## src/rtl/shint_pkg.sv

```systemverilog
package shint_pkg;

    typedef struct packed {
        logic both_edges;
        logic edge_mode;
        logic act_high;
    } sense_t;

    localparam sense_t SENSE_RST = '{both_edges: 1'b0, edge_mode: 1'b0, act_high: 1'b1};

    localparam logic [7:0] A_INFO     = 8'h00;
    localparam logic [7:0] A_EN_SET   = 8'h01;
    localparam logic [7:0] A_EN_CLR   = 8'h02;
    localparam logic [7:0] A_EDGE_CMD = 8'h03;
    localparam logic [7:0] B_PEND     = 8'h10;
    localparam logic [7:0] B_EN_RD    = 8'h18;
    localparam logic [7:0] B_SENSE    = 8'h20;
    localparam logic [7:0] B_VPMAP    = 8'h40;
    localparam logic [7:0] B_PINMAP   = 8'h60;

    function automatic logic edge_seen(sense_t s, logic now_v, logic prev_v);
        if (s.both_edges)
            return now_v ^ prev_v;
        else if (s.act_high)
            return now_v & ~prev_v;
        else
            return ~now_v & prev_v;
    endfunction

endpackage

```

## src/rtl/shint_sync.sv

```systemverilog
module shint_sync #(
    parameter int W = 8
) (
    input  logic         clk,
    input  logic         rst,
    input  logic [W-1:0] d,
    output logic [W-1:0] q
);
    logic [W-1:0] stage1;

    always_ff @(posedge clk) begin
        if (rst) begin
            stage1 <= '0;
            q      <= '0;
        end else begin
            stage1 <= d;
            q      <= stage1;
        end
    end
endmodule

```

## src/rtl/shint_src_cell.sv

```systemverilog
module shint_src_cell
    import shint_pkg::*;
(
    input  logic   clk,
    input  logic   rst,
    input  sense_t sense,
    input  logic   line,
    input  logic   sw_set,
    input  logic   sw_clr,
    input  logic   sense_wr,
    output logic   pend
);
    logic line_prev;
    logic latch_q;
    logic hit;

    assign hit = edge_seen(sense, line, line_prev);

    always_ff @(posedge clk) begin
        if (rst) begin
            line_prev <= 1'b0;
            latch_q   <= 1'b0;
        end else begin
            line_prev <= line;
            if (sense_wr || !sense.edge_mode)
                latch_q <= 1'b0;
            else if (hit || sw_set)
                latch_q <= 1'b1;
            else if (sw_clr)
                latch_q <= 1'b0;
        end
    end

    assign pend = sense.edge_mode ? latch_q : (line ~^ sense.act_high);
endmodule

```

## src/rtl/shint_route.sv

```systemverilog
module shint_route #(
    parameter int NUM_SRC = 16,
    parameter int NUM_VP  = 2,
    parameter int NUM_PIN = 4,
    parameter int PIN_W   = 2
) (
    input  logic [NUM_SRC-1:0]             active,
    input  logic [NUM_SRC-1:0][NUM_VP-1:0] vp_map,
    input  logic [NUM_SRC-1:0]             pin_en,
    input  logic [NUM_SRC-1:0][PIN_W-1:0]  pin_sel,
    output logic [NUM_VP*NUM_SRC-1:0]      vp_pend,
    output logic [NUM_VP*NUM_PIN-1:0]      irq_out
);
    for (genvar v = 0; v < NUM_VP; v++) begin : g_vp
        for (genvar s = 0; s < NUM_SRC; s++) begin : g_src
            assign vp_pend[v*NUM_SRC + s] = active[s] & vp_map[s][v];
        end
        for (genvar p = 0; p < NUM_PIN; p++) begin : g_pin
            logic any;
            always_comb begin
                any = 1'b0;
                for (int s = 0; s < NUM_SRC; s++)
                    any = any | (vp_pend[v*NUM_SRC + s] & pin_en[s] &
                                 (pin_sel[s] == PIN_W'(p)));
            end
            assign irq_out[v*NUM_PIN + p] = any;
        end
    end
endmodule

```

## src/rtl/shint_ctrl.sv

```systemverilog
module shint_ctrl
    import shint_pkg::*;
#(
    parameter int NUM_SRC = 16,
    parameter int NUM_VP  = 2,
    parameter int NUM_PIN = 4
) (
    input  logic                      clk,
    input  logic                      rst,
    input  logic [NUM_SRC-1:0]        irq_in,
    input  logic                      wr_en,
    input  logic [7:0]                wr_addr,
    input  logic [31:0]               wr_data,
    input  logic [7:0]                rd_addr,
    output logic [31:0]               rd_data,
    output logic [NUM_VP*NUM_SRC-1:0] vp_pend,
    output logic [NUM_VP*NUM_PIN-1:0] irq_out
);
    localparam int PIN_W  = (NUM_PIN > 1) ? $clog2(NUM_PIN) : 1;
    localparam int NWORDS = (NUM_SRC + 31) / 32;
    localparam int PADW   = NWORDS * 32;

    sense_t [NUM_SRC-1:0]             sense_q;
    logic   [NUM_SRC-1:0]             en_q;
    logic   [NUM_SRC-1:0][NUM_VP-1:0] vpmap_q;
    logic   [NUM_SRC-1:0]             pin_en_q;
    logic   [NUM_SRC-1:0][PIN_W-1:0]  pinsel_q;

    logic [NUM_SRC-1:0] line_s;
    logic [NUM_SRC-1:0] pend_w;
    logic [NUM_SRC-1:0] edge_vec;
    logic [NUM_SRC-1:0] idx_hit;
    logic [NUM_SRC-1:0] sw_set;
    logic [NUM_SRC-1:0] sw_clr;
    logic [NUM_SRC-1:0] sense_wr;
    logic [PADW-1:0]    pend_pad;
    logic [PADW-1:0]    en_pad;

    shint_sync #(.W(NUM_SRC)) u_sync (
        .clk (clk),
        .rst (rst),
        .d   (irq_in),
        .q   (line_s)
    );

    for (genvar i = 0; i < NUM_SRC; i++) begin : g_cell
        assign idx_hit[i]  = (wr_data[30:0] == 31'(i));
        assign sw_set[i]   = wr_en && (wr_addr == A_EDGE_CMD) &&  wr_data[31] && idx_hit[i];
        assign sw_clr[i]   = wr_en && (wr_addr == A_EDGE_CMD) && !wr_data[31] && idx_hit[i];
        assign sense_wr[i] = wr_en && (wr_addr == B_SENSE + 8'(i));
        assign edge_vec[i] = sense_q[i].edge_mode;

        shint_src_cell u_cell (
            .clk      (clk),
            .rst      (rst),
            .sense    (sense_q[i]),
            .line     (line_s[i]),
            .sw_set   (sw_set[i]),
            .sw_clr   (sw_clr[i]),
            .sense_wr (sense_wr[i]),
            .pend     (pend_w[i])
        );
    end

    always_ff @(posedge clk) begin
        if (rst) begin
            for (int i = 0; i < NUM_SRC; i++) begin
                sense_q[i]  <= SENSE_RST;
                vpmap_q[i]  <= NUM_VP'(1);
                pinsel_q[i] <= '0;
            end
            en_q     <= '0;
            pin_en_q <= '0;
        end else if (wr_en) begin
            for (int i = 0; i < NUM_SRC; i++) begin
                if (wr_addr == A_EN_SET && idx_hit[i])
                    en_q[i] <= 1'b1;
                if (wr_addr == A_EN_CLR && idx_hit[i])
                    en_q[i] <= 1'b0;
                if (sense_wr[i])
                    sense_q[i] <= sense_t'(wr_data[2:0]);
                if (wr_addr == B_VPMAP + 8'(i) && $countones(wr_data[NUM_VP-1:0]) == 1)
                    vpmap_q[i] <= wr_data[NUM_VP-1:0];
                if (wr_addr == B_PINMAP + 8'(i)) begin
                    pin_en_q[i] <= wr_data[31];
                    pinsel_q[i] <= wr_data[PIN_W-1:0];
                end
            end
        end
    end

    shint_route #(
        .NUM_SRC (NUM_SRC),
        .NUM_VP  (NUM_VP),
        .NUM_PIN (NUM_PIN),
        .PIN_W   (PIN_W)
    ) u_route (
        .active  (pend_w & en_q),
        .vp_map  (vpmap_q),
        .pin_en  (pin_en_q),
        .pin_sel (pinsel_q),
        .vp_pend (vp_pend),
        .irq_out (irq_out)
    );

    assign pend_pad = PADW'(pend_w);
    assign en_pad   = PADW'(en_q);

    always_comb begin
        rd_data = '0;
        if (rd_addr == A_INFO)
            rd_data = {16'b0, 8'(NUM_VP - 1), 8'(NUM_SRC / 8 - 1)};
        for (int w = 0; w < NWORDS; w++) begin
            if (rd_addr == B_PEND + 8'(w))
                rd_data = pend_pad[w*32 +: 32];
            if (rd_addr == B_EN_RD + 8'(w))
                rd_data = en_pad[w*32 +: 32];
        end
        for (int i = 0; i < NUM_SRC; i++) begin
            if (rd_addr == B_SENSE + 8'(i))
                rd_data = 32'(sense_q[i]);
            if (rd_addr == B_VPMAP + 8'(i))
                rd_data = 32'(vpmap_q[i]);
            if (rd_addr == B_PINMAP + 8'(i))
                rd_data = {pin_en_q[i], 31'(pinsel_q[i])};
        end
    end
endmodule

```

## config.mk

```make
export PLATFORM = sky130hd
export DESIGN_NAME = shint_ctrl
export DESIGN_NICKNAME = d
export VERILOG_FILES = /design/src/rtl/shint_pkg.sv /design/src/rtl/shint_sync.sv /design/src/rtl/shint_src_cell.sv /design/src/rtl/shint_route.sv /design/src/rtl/shint_ctrl.sv
export SDC_FILE = /design/constraint.sdc
export NUM_CORES = 1
export LEC_CHECK = 0
export BUFFER_PORTS_ARGS = -buffer_cell sky130_fd_sc_hd__buf_2
export CORE_ASPECT_RATIO = 0.75
export CORE_MARGIN = 1.5
export CORE_UTILIZATION = 35
export CTS_CLUSTER_DIAMETER = 120
export DETAILED_ROUTE_END_ITERATION = 8
export GPL_TIMING_DRIVEN = 0
export MAX_ROUTING_LAYER = met4
export PLACE_DENSITY_LB_ADDON = 0.15
export SLEW_MARGIN = 20
export SYNTH_ARGS = -nofsm -noshare
export SYNTH_HDL_FRONTEND = slang
export SYNTH_SLANG_ARGS = --single-unit
```

## constraint.sdc

```tcl
create_clock -name clk -period 5.7 [get_ports clk]
set_input_delay 0.285 -clock clk [delete_from_list [all_inputs] [get_ports clk]]
set_output_delay 0.285 -clock clk [all_outputs]
set_load 0.01 [all_outputs]
```

==> run metrics, run 1 <==
outcome finished, final reports clean; Slew @ Worst Pin 1.188 ns; Layout area overhead 17.31%; Finished Cell Area 0.01460 mm2; Port-buffer cells 118; Sum Neg Setup Slack 0 ns; clock tree sinks roughly 210; crit path cell chain xor2_1 -> a211oi_1 -> nand3_1 -> o32ai_1 -> nor3_1 -> nand4_1 -> buf_4 -> buf_2; hold path cells 5; #FFs+latches synth approximately 210; CP arrival 3.55 ns; most used routing layer met1; post-route setup slack 1.870 ns; CP max-delay cell a211oi_1; CP max stage delay 0.77 ns; hold buffer count at cts 16; Post-DRT Antenna Nets 0; final net count 1,894; Final Routed Wirelength 62,940 um; WL per Instance 27.78 um; Final Max Tran Viols 0; root buffer cell clkbuf_16; Post-CTS Repair Setup Buffers 0; Die Width 220.8 um; Synth Warn # 0; drt pass-1 iters 8; Post-synth EDFFs 0; global-route wire length before repair between 80,000 and 90,000 um; Final Hold Vio Count 0; share of cells above drive strength 1 0.1211; Worst R2R Start u_sync.q[2]$_SDFF_PP0_; TritonCTS Buffers 23; RR Endpoint g_cell[2].u_cell.latch_q$_SDFFE_PP0P_; initial antenna violation count 0; placed cell area 0.01368 mm2; Die Y 166.3 um; ys async rst share 0; worst-path fanout max 6; R2R cell count 7; pin count of the biggest net entering global routing 14; min-delay src wr_addr[6]; final worst-path cycle share 0.6720; Power Density 228.0 mW/mm2; Reg clk slew, reported paths 0.06 ns; cts repair resizes 0; drc violations 0; Critical Path Start sense_q[21]$_SDFFE_PP1P_; Total GRT Usage 0.3489; post-DP HPWL 50,370 um; Syn Area/Cell 7.698 um2; RSZ-0062 raised after global routing no; WHS around 0.31 ns; WP data required 5.41 ns; Max-slew headroom 0.2060; critical path endpoint category output port; Max Root-Sink Buffers 3; Finished Core Util 0.4191; pre-CTS setup slack 1.847 ns; CTS tree built; DIE AREA 0.03671 mm2; synth unique cells between 80 and 90; Initial Utilization 0.3572; Final Wtd Congestion between 1 and 1.5; Overflow after GRT 0; maximum vdd drop roughly 180 uV; vias in the first global route 12,530; ys flop type dfxtp_1; met1 Use GR 0.5211; Max-Cap Viols 0; min Tclk post-route 3.830 ns; Mapped Cells 1,617; via count 13,720; crit path kind reg -> out; Row Count ~60; r2r setup slk 4.15 ns; sequential area share after synthesis 0.3345; worst skew pair latency 0.54 ns; hold crit path type in -> reg; Post-Syn Area 0.01245 mm2; GRT met3 Usage 0.1009; Ports 139; Hold Path Sink vpmap_q[31]$_SDFFE_PP0P_; Leak 5.162 nW; Via-to-Cell Ratio between 6 and 7; M2 GR Usage 0.4476; DRT iter0 DRCs 1,695; Final Skew approximately 0.011 ns; # setup viols final 0; Core Area 0.03484 mm2; Startpoint Class flop; htree depth 1; highest clock rate 261.1 MHz
==> critical path: cells and delay by family, from the launching register on <==
family / cells / cell delay [ns]
and+or+nand+nor: 3 / 0.66
DFF: 1 / 0.48
buffers and inverters: 2 / 0.21
AOI/OAI and AO/OA: 2 / 1.51
xor gates and xnor gates: 1 / 0.14
==> registers in the layout, indices dropped and copies added, names as in the netlist <==
register / flops
edge_vec: 16
g_cell.u_cell.line_prev: 16
en_q: 16
pin_en_q: 16
vpmap_q: 32
pinsel_q: 32
sense_q: 32
g_cell.u_cell.latch_q: 16
u_sync.stage1: 16
u_sync.q: 16
==> cell usage after synthesis, types with 5 or more instances <==
master,instances,share of area
nor4_1,12,0.0060
nor2_1,238,0.072
nor3b_1,10,0.0060
a2111oi_0,21,0.015
a22oi_1,24,0.014
a32oi_1,8,0.0056
a221oi_1,6,0.0042
nand4_1,23,0.012
and2_1,24,0.012
buf_4,27,0.016
nor3_1,39,0.016
ha_1,36,0.036
a21oi_1,153,0.062
nor2b_1,98,0.049
o31ai_1,18,0.011
o22ai_1,27,0.014
o21ai_0,60,0.024
a22o_1,7,0.0049
o32ai_1,8,0.0056
a31oi_1,12,0.0060
or3_1,8,0.0040
a211o_1,32,0.023
xor2_1,12,0.0084
a21o_1,5,0.0030
nand3_1,37,0.015
nand2_1,94,0.028
and3_1,27,0.014
inv_1,70,0.021
clkbuf_1,72,0.022
dfxtp_1,208,0.33
a211oi_1,43,0.026
nand2b_1,20,0.010
mux2i_1,32,0.026
buf_2,16,0.0064
==> logic make-up (layout without fill, tap and decap cells) <==
kind of cell	after synthesis	count (layout)	share of synthesized area
other	1	16	0.0003013
flip-flops	208	208	0.3345
adder cells (fa/ha/maj)	36	36	0.03619
AND/OR/NAND/NOR	669	669	0.2766
XOR/XNOR	16	16	0.01126
buffers and inverters	192	369	0.06886
AO/OA/AOI/OAI	462	462	0.2456
multiplexers	33	33	0.02664
==> how the worst max path moves through the flow <==
| stage | to | slack, ns | cells after the start |
|---|---|---|---|
| after detailed placement | vpmap_q[5]$_SDFFE_PP0P_ | 1.85 | 10 |
| final | irq_out[6] | 1.87 | 8 |
| after global routing | irq_out[5] | 1.76 | 9 |
| after CTS | irq_out[6] | 2.02 | 8 |
| after global placement | vpmap_q[5]$_SDFFE_PP0P_ | 1.86 | 10 |
| after floorplan | rd_data[1] | 3.35 | 9 |
==> report_power, final <==
group	switching, W	internal [W]
clock	0.000658	0.000891
combinational	0.000209	0.0000925
sequential	0.00000971	0.00147
==> layer usage <==
metal,share of wire,routed length [um]
met1,0.47,29560
met2,0.38,24170
met3,0.12,7596
met4,0.026,1616
met5,0,0
==> final cells by class <==
type	count	area, um2
antenna	1	2.502
buffer	119	583.1
clock buffer	34	656.9
clock inverter	8	100.1
fill	3609	20240
inverter	73	274.0
multi-input combinational	1231	7487
sequential	208	4164
tap	457	571.8
timing repair buffer	135	762.0
==> stage by stage <==
step / power (W) / instances
after floorplan: 0.001664 / 1631
after global placement: 0.001789 / 2206
after detailed placement: 0.001790 / 2207
after CTS: 0.003326 / 2265
after global routing: 0.003414 / 2265
final: 0.003329 / 2266
==> cells in the final DEF (no fill, tap or decap), drive strengths merged, types with 37 or more instances in the layout <==
cell    count
a211oi     43
a21oi     154
buf       166
clkbuf    106
dfxtp     208
inv        71
nand2      94
nand3      37
nor2      239
nor2b      98
nor3       40
o21ai      61
(Power assumes the default switching activity.)
==> run 2: changes to the inputs <==
==> constraint.sdc (replaced) <==
create_clock -name clk -period 3.6 [get_ports clk]
set_input_delay 0.18 -clock clk [delete_from_list [all_inputs] [get_ports clk]]
set_output_delay 0.18 -clock clk [all_outputs]
set_load 0.01 [all_outputs]
==> run 2 against run 1 <==
  * Die area unchanged
  * Sequential power increased by 58%
  * Flip-flop and latch count unchanged
  * Critical path depth unchanged
  * Critical path type unchanged
  * Hold slack worse by 0.098 ns
  * Power increased by 58%
==> run metrics, run 2 (synthesized netlist as in run 1, its figures left out) <==
htree depth 1; Final Max Tran Viols 0; CP max-delay cell o21ai_0; crit path cell chain xor2_1 -> o21ai_0 -> a221oi_1 -> o221a_1 -> o21ai_1 -> a21oi_1 -> o41ai_2 -> buf_2; Bufs and invs on worst path 1; Slew @ Worst Pin 1.164 ns; final worst-path cycle share 0.9824; Power Density 359.9 mW/mm2; Leak 5.175 nW; Final Skew 0.01165 ns; via count 13,740; critical path's top delay family compound AO/OA/AOI/OAI gates; vias in the first global route around 13,000; share of cells above drive strength 1 0.1254; Final Routed Wirelength around 63,000 um; Reg clk slew, reported paths 0.06 ns; # setup viols final 0; Core Area 0.03484 mm2; Cells after DPL about 2,200; post-DP HPWL 50,370 um; Finished Core Util 0.4205; post-route setup slack 0.06319 ns; worst skew pair latency 0.54 ns; outcome finished, final reports clean; Initial Utilization 0.3572; drc violations 0; pin count of the biggest net entering global routing 14; clock tree sinks approximately 210; CP arrival 3.36 ns; drt pass-1 iters 8; Max-slew headroom 0.2224; most frequent cells in the layout nor2_1 (238), dfxtp_1 (208), a21oi_1 (153); crit path kind reg -> out; FF+latch area 0.004164 mm2; min Tclk post-route 3.537 ns; biggest regs pinsel_q: 32 flops, sense_q: 32 flops, vpmap_q: 32 flops; Final Hold Vio Count 0; multi-input logic area 0.007526 mm2; Layout area overhead 17.72%; final cell count without fillers between 2,000 and 2,500; TritonCTS Buffers 23; Overflow after GRT 0; Die Y 166.3 um; worst-path fanout max 5; critical path endpoint category output port; pre-CTS setup slack -0.1477 ns; CTS tree built; hold crit path type in -> reg; Total GRT Usage 0.3489; root buffer cell clkbuf_16; leading cell type in the layout, fill and taps excluded nor2_1; Post-DRT Antenna Nets 0; maximum vdd drop 287.8 uV; Max-Cap Viols 0; WHS 0.2074 ns; CP max stage delay between 0.6 and 0.7 ns; Crit path depth 8; total chip power 0.005273 W; DIE AREA ~0.037 mm2; hold path cells 5; Die Width 220.8 um; Via-to-Cell Ratio approximately 6.1; Final Wtd Congestion 1.018; DRT iter0 DRCs 1,687; Row Count 59; global-route wire length before repair around 89,000 um; Ports around 140; Startpoint Class flop; highest clock rate 282.7 MHz; initial antenna violation count 0; Max Root-Sink Buffers 3; WL per Instance 27.78 um; ant diodes 0; Port-buffer cells 118; RSZ-0062 raised after global routing no; final net count 1,896; Fill cells approximately 3,600; R2R cell count 7; WP data required 3.42 ns
run 2: cell count changes in the layout (fill, tap and decap cells not counted), sizes merged:
cell | before | now
diode | 1 | 0
buf | 166 | 168
run 2: worst reg2reg max path, delay by kind of cell, from the launching register on:
family	cells	cell delay [ns]
compound gates	4	0.74
flops	1	0.34
fa+ha+maj	1	0.13
simple gates	1	0.12
buf+inv	1	0.08
run 2: cell type report:
| cell class | count | share of cell area |
|---|---|---|
| clock buffer | 34 | 0.04483 |
| sequential | 208 | 0.2842 |
| clock inverter | 8 | 0.006831 |
| inverter | 73 | 0.01870 |
| timing repair buffer | 137 | 0.05303 |
| multi-input combinational | 1231 | 0.5136 |
| tap | 457 | 0.03902 |
| buffer | 119 | 0.03979 |
run 2: per-stage QoR:
stage / instance area (um2) / setup TNS [ns]
6_report: 14650 / 0
5_1_grt: 14650 / 0
4_1_cts: 14600 / 0
3_5_place_dp: 13680 / -1.350
3_3_place_gp: 13660 / -1.166
2_1_floorplan: 12500 / 0
run 2: path summary, 6_finish.rpt:
kind / slack [ns] / from / to
setup / recovery: 0.06 / sense_q[3]$_SDFFE_PP1P_ / rd_data[1]
hold / removal: 0.21 / wr_addr[6] / vpmap_q[27]$_SDFFE_PP0P_
setup reg to reg: 2.04 / u_sync.q[2]$_SDFF_PP0_ / g_cell[2].u_cell.latch_q$_SDFFE_PP0P_
hold reg to reg: 0.43 / u_sync.stage1[0]$_SDFF_PP0_ / u_sync.q[0]$_SDFF_PP0_
run 2: repair_timing:
item / in CTS / in global routing
setup buffers: 0 / 2
gates resized for setup: 0 / 9
endpoints found under the hold margin: 16 / 0
hold buffers: 16 / 0
setup endpoints to repair: 0 / 8
run 2: per-layer routing:
layer	up-vias	track usage	wire, um	part of all wire
li1	6162	-	-	-
met1	6656	0.5211	29450	0.47
met2	819	0.4476	24050	0.38
met3	105	0.1009	7817	0.12
met4	0	0.08578	1663	0.026
met5	-	-	0	0
run 2: power by group:
group | internal [W] | total [W] | switching [W]
logic | 0.000147 | 0.000477 | 0.000331
registers | 0.00232 | 0.00234 | 0.0000155
clock network | 0.00141 | 0.00246 | 0.00104
total | 0.00388 | 0.00527 | 0.00139
==> run 3: changes to the inputs <==
--- a/config.mk
+++ b/config.mk
@@ -14,6 +14,7 @@
 export GPL_TIMING_DRIVEN = 0
 export MAX_ROUTING_LAYER = met4
 export PLACE_DENSITY_LB_ADDON = 0.15
+export REMOVE_ABC_BUFFERS = 1
 export SLEW_MARGIN = 20
 export SYNTH_ARGS = -nofsm -noshare
 export SYNTH_HDL_FRONTEND = slang
==> run 3 against run 2 <==
  * Design area is 3.2% lower
  * Final cell count shrank 4.6%
  * Highest routed layer unchanged
  * Largest cell class unchanged
  * Clock skew shrank 0.0020 ns
  * Clock-buffer cell count is the same
==> run metrics, run 3 (synthesized netlist as in run 1, its figures left out) <==
Total GRT Usage 0.2867; Die Y about 170 um; Overflow after GRT 0; clock tree sinks 208; biggest regs pinsel_q: 32 flops, sense_q: 32 flops, vpmap_q: 32 flops; Reg clk slew, reported paths 0.06 ns; DIE AREA 0.03671 mm2; drc violations 0; Final Routed Wirelength around 52,000 um; WP data required 3.42 ns; htree depth 1; Final Skew ~0.0097 ns; # setup viols final 0; pre-CTS setup slack -0.7535 ns; Via-to-Cell Ratio roughly 5.9; Final Hold Vio Count 0; maximum vdd drop 281.9 uV; RSZ-0062 raised after global routing no; final net count about 1,800; Sum Neg Setup Slack 0 ns; TritonCTS Buffers 23; vias in the first global route 11,680; WHS 0.06327 ns; worst skew pair latency approximately 0.54 ns; Initial Utilization 0.3572; multi-input logic area 0.007527 mm2; ant diodes 0; critical path endpoint category output port; Layout area overhead 13.91%; DRT iter0 DRCs 1,552; root buffer cell clkbuf_16; share of cells above drive strength 1 0.1185; Slew @ Worst Pin 1.082 ns; pin count of the biggest net entering global routing roughly 120; Ports 139; Finished Core Util 0.4069; Startpoint Class input pin; hold crit path type in -> reg; Port-buffer cells 123; Die Width 220.8 um; global-route wire length before repair 76,830 um; min Tclk post-route roughly 3.5 ns; Max-slew headroom 0.2784; Core Area 0.03484 mm2; initial antenna violation count 0; Final Max Tran Viols 0; via count 12,810; Final Wtd Congestion 0.9536; post-route setup slack 0.1392 ns; Power Density 357.1 mW/mm2; worst-path fanout max 34; Max Root-Sink Buffers 3; Fill cells 3,638; FF+latch area 0.004164 mm2; Post-DRT Antenna Nets 0; crit path kind in -> out; outcome finished, final reports clean; highest clock rate approximately 290 MHz; final worst-path cycle share 0.9613; leading cell type in the layout, fill and taps excluded nor2_1; drt pass-1 iters 8; Row Count 59; post-DP HPWL 38,840 um; CP arrival about 3.3 ns; most frequent cells in the layout nor2_1 (236), dfxtp_1 (208), a21oi_1 (153); Leak 4.944 nW; total chip power 0.005063 W; Max-Cap Viols 0; WL per Instance 24.16 um; CTS tree built
-- run 3: power breakdown --
part	total, W	switching, W	internal, W
clock network	0.00231	0.00103	0.00129
logic	0.000409	0.000284	0.000125
registers	0.00234	0.0000153	0.00232
-- run 3: final timing paths --
check                           slack [ns]  cells past startpoint                   startpoint                               endpoint
worst max-delay path                  0.14                      9                   rd_addr[5]                             rd_data[0]
worst min-delay path                  0.06                      2                          rst              pinsel_q[24]$_SDFFE_PP0P_
worst max register to register        2.11                      7       u_sync.q[0]$_SDFF_PP0_  g_cell[0].u_cell.latch_q$_SDFFE_PP0P_
worst min register to register        0.43                      1  u_sync.stage1[6]$_SDFF_PP0_                 u_sync.q[6]$_SDFF_PP0_
-- run 3: cell type report --
type / instances / share of cell area
multi-input cells: 1231 / 0.5309
flip-flops and latches: 208 / 0.2937
repair buffers: 151 / 0.06495
clock buffers: 34 / 0.04703
well taps: 457 / 0.04033
inverters: 73 / 0.01950
clock inverters: 8 / 0.003618
-- run 3: worst max-delay path: stages --
cell	delay, ns
clkbuf_4	0.32
nor3_1	0.59
and3_2	0.56
and2_1	0.19
o41ai_1	0.09
a211oi_1	0.40
nor4_1	0.16
o41ai_1	0.54
buf_2	0.25
-- run 3: stage by stage --
step / cell area (um2) / cells
3_3_place_gp: 13100 / 2092
4_1_cts: 14160 / 2162
3_5_place_dp: 13230 / 2099
6_report: 14180 / 2162
2_1_floorplan: 11920 / 1512
5_1_grt: 14180 / 2162
-- run 3: routing by layer --
metal / wire (um) / GRT usage / vias to the layer above
li1: - / - / 5942
met1: 25410 / 0.4356 / 6244
met3: 4284 / 0.04084 / 63
met4: 1143 / 0.06140 / 0
met5: 0 / - / -
met2: 21390 / 0.3946 / 559
-- run 3: what timing repair did --
item                       in CTS  in global routing
gates resized for setup         6                  5
buffers inserted                5                  0
hold buffers                   16                  0
hold endpoints to repair       16                  0
setup endpoints to repair      27                  3
